### config.mk
export PLATFORM = sky130hd
export DESIGN_NAME = keyed_watchdog
export DESIGN_NICKNAME = d
export VERILOG_FILES = /design/src/rtl/wdog_pkg.sv /design/src/rtl/wdog_datapath.sv /design/src/rtl/wdog_control.sv /design/src/rtl/keyed_watchdog.sv
export SDC_FILE = /design/constraint.sdc
export NUM_CORES = 1
export LEC_CHECK = 0
export BUFFER_PORTS_ARGS = -buffer_cell sky130_fd_sc_hd__buf_4
export CAP_MARGIN = 40
export CORE_UTILIZATION = 55
export CTS_BUF_LIST = sky130_fd_sc_hd__clkbuf_4
export CTS_CLUSTER_DIAMETER = 50
export DETAILED_ROUTE_END_ITERATION = 8
export GPL_TIMING_DRIVEN = 0
export PLACE_DENSITY = 0.82
export SETUP_SLACK_MARGIN = 0.4
export SLEW_MARGIN = 20
export SYNTH_ARGS = -nofsm -noshare
export SYNTH_HDL_FRONTEND = slang
export SYNTH_HIERARCHICAL = 1
export SYNTH_SLANG_ARGS = --single-unit
### constraint.sdc
create_clock -name clk -period 3.27 [get_ports clk]
set_input_delay 0.654 -clock clk [delete_from_list [all_inputs] [get_ports clk]]
set_output_delay 0.654 -clock clk [all_outputs]
set_load 0.03 [all_outputs]
### src/rtl/wdog_pkg.sv
package wdog_pkg;
  localparam int KEY_W       = 7;
  localparam int KEY_LSB     = 9;
  localparam int CMD_BIT     = 8;
  localparam int CNT_FIELD_W = 8;
  localparam int CNT_W       = CNT_FIELD_W + 1;
  localparam int STAGE_BIT   = 16;
  localparam int WORD_W      = 32;

  typedef struct packed {
    logic             reload;
    logic             runCmd;
    logic [CNT_W-1:0] reloadVal;
    logic             grace;
    logic             halt;
  } wdStrobe_t;
endpackage

### src/rtl/wdog_datapath.sv
module wdog_datapath
  import wdog_pkg::*;
#(
  parameter int GRACE_TICKS = 1
) (
  input  logic             clk,
  input  logic             rstN,
  input  logic             tickEn,
  input  wdStrobe_t        strobe,
  output logic [CNT_W-1:0] cnt,
  output logic             running,
  output logic             expire
);
  localparam logic [CNT_W-1:0] GraceVal = CNT_W'(GRACE_TICKS);
  localparam logic [CNT_W-1:0] One      = CNT_W'(1);

  assign expire = running && tickEn && (cnt == One);

  always_ff @(posedge clk) begin
    if (!rstN) begin
      cnt     <= '0;
      running <= 1'b0;
    end else if (strobe.reload) begin
      cnt     <= strobe.reloadVal;
      running <= strobe.runCmd;
    end else if (strobe.grace) begin
      cnt     <= GraceVal;
    end else if (strobe.halt) begin
      cnt     <= '0;
      running <= 1'b0;
    end else if (running && tickEn) begin
      cnt     <= cnt - One;
    end
  end

  AST_STOPPED_HOLDS: assert property (@(posedge clk) disable iff (!rstN)
    (!running && !strobe.reload) |=> (cnt == $past(cnt)));
  AST_TICK_STEP: assert property (@(posedge clk) disable iff (!rstN)
    (running && tickEn && cnt > One && !strobe.reload) |=> (cnt == $past(cnt) - One));
  AST_RELOAD_NONZERO: assert property (@(posedge clk) disable iff (!rstN)
    strobe.reload |=> (cnt != '0));
endmodule

### src/rtl/wdog_control.sv
module wdog_control
  import wdog_pkg::*;
#(
  parameter logic [7:0] CTRL_ADDR = 8'h40
) (
  input  logic              clk,
  input  logic              rstN,
  input  logic [7:0]        busAddr,
  input  logic              busWrEn,
  input  logic [WORD_W-1:0] busWData,
  input  logic              expire,
  output wdStrobe_t         strobe,
  output logic [WORD_W-1:0] ctrlWord,
  output logic              stage,
  output logic              nmiOut,
  output logic              resetReq
);
  logic ctrlWrite, keyOk, accept;
  logic [CNT_FIELD_W-1:0] cntField;

  assign ctrlWrite = busWrEn && (busAddr == CTRL_ADDR);
  assign keyOk     = busWData[KEY_LSB +: KEY_W] == ~ctrlWord[KEY_LSB +: KEY_W];
  assign accept    = ctrlWrite && (!ctrlWord[CMD_BIT] || keyOk);
  assign cntField  = busWData[CNT_FIELD_W-1:0];

  always_comb begin
    strobe.reload    = accept;
    strobe.runCmd    = busWData[CMD_BIT];
    strobe.reloadVal = (cntField == '0) ? CNT_W'(1 << CNT_FIELD_W) : CNT_W'(cntField);
    strobe.grace     = !accept && expire && !stage;
    strobe.halt      = !accept && expire && stage;
  end

  always_ff @(posedge clk) begin
    if (!rstN) begin
      ctrlWord <= '0;
      stage    <= 1'b0;
      nmiOut   <= 1'b0;
      resetReq <= 1'b0;
    end else begin
      resetReq <= strobe.halt;
      if (accept) begin
        ctrlWord <= busWData;
        stage    <= 1'b0;
        nmiOut   <= 1'b0;
      end else if (strobe.grace) begin
        stage    <= 1'b1;
        nmiOut   <= 1'b1;
      end
    end
  end

  AST_RESET_AFTER_NMI: assert property (@(posedge clk) disable iff (!rstN)
    resetReq |-> nmiOut);
  AST_RESET_ONE_CYCLE: assert property (@(posedge clk) disable iff (!rstN)
    resetReq |=> !resetReq);
  AST_BAD_KEY_IGNORED: assert property (@(posedge clk) disable iff (!rstN)
    (ctrlWrite && ctrlWord[CMD_BIT] && !keyOk) |=> $stable(ctrlWord));
  AST_ACCEPT_CLEARS_NMI: assert property (@(posedge clk) disable iff (!rstN)
    accept |=> (!nmiOut && !stage));
endmodule

### src/rtl/keyed_watchdog.sv
module keyed_watchdog
  import wdog_pkg::*;
#(
  parameter int         GRACE_TICKS = 1,
  parameter logic [7:0] CTRL_ADDR   = 8'h40,
  parameter logic [7:0] STAT_ADDR   = 8'h44
) (
  input  logic        clk,
  input  logic        rstN,
  input  logic        tickEn,
  input  logic [7:0]  busAddr,
  input  logic        busWrEn,
  input  logic [31:0] busWData,
  output logic [31:0] busRData,
  output logic        nmiOut,
  output logic        resetReq
);
  wdStrobe_t         strobe;
  logic [CNT_W-1:0]  cnt;
  logic              running, expire, stage;
  logic [WORD_W-1:0] ctrlWord, statusWord;

  wdog_control #(.CTRL_ADDR(CTRL_ADDR)) i_control (
    .clk(clk), .rstN(rstN), .busAddr(busAddr), .busWrEn(busWrEn),
    .busWData(busWData), .expire(expire), .strobe(strobe),
    .ctrlWord(ctrlWord), .stage(stage), .nmiOut(nmiOut), .resetReq(resetReq)
  );

  wdog_datapath #(.GRACE_TICKS(GRACE_TICKS)) i_datapath (
    .clk(clk), .rstN(rstN), .tickEn(tickEn), .strobe(strobe),
    .cnt(cnt), .running(running), .expire(expire)
  );

  always_comb begin
    statusWord            = '0;
    statusWord[CNT_W-1:0] = cnt;
    statusWord[STAGE_BIT] = stage;
    if (busAddr == CTRL_ADDR)      busRData = ctrlWord;
    else if (busAddr == STAT_ADDR) busRData = statusWord;
    else                           busRData = '0;
  end
endmodule

==> results.yml <==
status:
  status: "complete, no violations"
synthesis:
  syn-num-nets: 423
  synth_most_common_cell: "dfxtp_1"
  synth.distinct_cells: 49
  postSynthCellCount: 377
  synthTopCellsByArea: "dfxtp_1, mux2i_1, a221o_1"
  async_flop_share_pct: 0
  synth.ff_latch_count: 44
  synth_commonest_cells: "dfxtp_1, mux2i_1, nand2_1"
  yosysWarnings: 6
  yosys.area.top_type_share_pct: 27.20
  synth.avg_cell_area_um2: 8.589
  synth_edf_count: 0
  syn-cell-area_um2: 3238
  yosys.area.top_type: "dfxtp_1"
  ys_seq_area_share_pct: 27.20
  synth_ff_type: "dfxtp_1"
worst_setup_path:
  path_class: "input port to output port"
  worstPathRequired_ps: 2620
  worst_r2r_path_depth: 10
  critPathMaxFanout: 10
  crit_path_end_kind: "output port"
  cp.arrival_ps: 2080
  critPathLaunchType: "input port"
cts:
  root_buffer: "clkbuf_4"
  htree_levels: 2
  cts_sinks: 44
  holdBufCountCts: 0
  clock_path_buffers: 2
  tritoncts: "yes"
  numCtsBuffers: 5
  clock_latency_ps: 360
  path_clk_slew_ps: 140
layout:
  antenna_cells: 0
  final_util_pct: 71.27
  multiInputGateArea_um2: 2012
  layout-drive-gt1-share_pct: 30.09
  syn_to_final_growth_pct: 22.68
  final.fill_count: 489
  regArea_um2: 880.8
  final_nets: 507
  fin_area_um2: 3973
  stdcell_count: 534
drt:
  drt-vias-per-instance: 6.084
  post_drt_wl_per_cell_um: 16.90
  drtAntennaViolNets: 0
  drt-initial-drc-count: 213
  drc: 0
  finalWirelength_um: 9025
  vias: 3249
  drt-pass1-iter-count: 5
floorplanning:
  start_util_pct: 58.09
  rows: 27
  ios: 78
  fp.dieW_um: 78.73
  die_h_um: 78.73
  die-area_um2: 6198
  coreArea_um2: 5574
place:
  dp_hpwl_um: 6758
  port_buffers: 77
  place_congestion: 0.9470
  dpl.cell_count: 526
  dpl_worst_slack_ps: -21.49
  place_area_um2: 3906
timing:
  setup_viol: 0
  min_period_over_period_pct: 83.57
  hold_violations: 0
  rsz0062_at_grt: "no"
  clock_skew_ps: 8.639
  fin_crit_ps: 2733
  whs_ps: 508.6
  timing.setup.tns_ps: 0
  maxSlewHeadroom_pct: 51.95
  max_freq_ghz: 0.3659
  worst_pin_slew_ps: 720.7
  slew_viol_final: 0
  fin_ws_ps: 537.1
global_route:
  grt_pass1_wl_um: 14630
  grt_usage_pct: 29.87
  grt_max_degree: 16
  antenna_found_initial: 0
  overflow: 0
  grt_pass1_vias: 3077
power:
  irDropWorstVdd_uv: 170.8
  power_mw: 0.9482
  powerDensity_nw_per_um2: 238.7
  p_leak_nw: 1.444
run:
  cap_violations: 0
worst_hold_path:
  holdPathStages: 2
  hp-class: "input port to flop"
==> layout make-up <==
cell class	instances	area share [%]
well taps	72	2.268
clock buffers	5	0.9449
flip-flops and latches	44	22.17
repair buffers	77	14.55
clock inverters	3	0.5984
multi-input cells	265	50.65
plain buffers	42	6.362
inverters	26	2.457
==> state kept, by name, indices dropped and copies added, names as in the netlist <==
signal and cells:
i_control/ctrlWord 32, i_control/resetReq 1, i_datapath/running 1, i_datapath/cnt 9
i_control/nmiOut 1
==> per-layer routing <==
metal / wire length, µm / vias to the layer above / GRT usage, % / share of wire, %
li1: - / 1538 / - / -
met1: 3897 / 1541 / 37.30 / 43
met2: 4268 / 145 / 50.17 / 47
met3: 627 / 25 / 5.632 / 6.9
met4: 231 / 0 / 12.41 / 2.6
met5: 0 / - / 0 / 0
==> logic make-up (layout without fill, tap and decap cells) <==
logic type	count (synthesis)	count (layout)	synth area share, %
xor+xnor	8	8	2.164
mux	41	41	12.67
fa+ha+maj	2	2	0.7727
buf+inv	68	153	10.82
simple gates	146	146	30.22
compound gates	68	68	16.15
flops	44	44	27.20
==> cell usage in the layout (no fill, tap or decap), drive strengths merged, types with 2 or more instances in the layout <==
cell,instances
mux2i,41
or4,5
nand3b,31
xor2,7
buf,96
a21oi,15
or3,3
dfxtp,44
nor3b,2
a221o,31
clkbuf,28
and2,3
a22oi,2
o21ai,12
and4,2
clkinvlp,2
nand4,3
nand3,5
nor3,38
nor4,3
nor2,5
nand2,40
ha,2
inv,26
o22ai,2
==> critical path, stage by stage <==
cell and delay, ps:
buf_4 110, or4b_1 530, buf_2 190, buf_6 170, nor3_2 220, buf_4 200
==> what timing repair did <==
item | 4_1_cts | 5_1_grt
resized for setup | 1 | 1
endpoints found under the hold margin | 0 | 0
endpoints found under the setup margin | 1 | 8
buffers inserted | 0 | 0
==> path summary, 6_finish.rpt <==
path                            slack [ps]                     end               from
worst min register to register         520      i_control/resetReq   i_control/nmiOut
worst max register to register         590       i_datapath/cnt[8]  i_datapath/cnt[5]
worst min-delay path                   510  i_control/ctrlWord[30]       busWData[30]
worst max-delay path                   540             busRData[7]         busAddr[5]
==> power by group <==
part | total (mW) | switching [mW] | internal, mW
logic | 0.126 | 0.0680 | 0.0580
registers | 0.538 | 0.000962 | 0.537
clock network | 0.284 | 0.199 | 0.0850
total | 0.948 | 0.268 | 0.680
(Power assumes the default switching activity.)
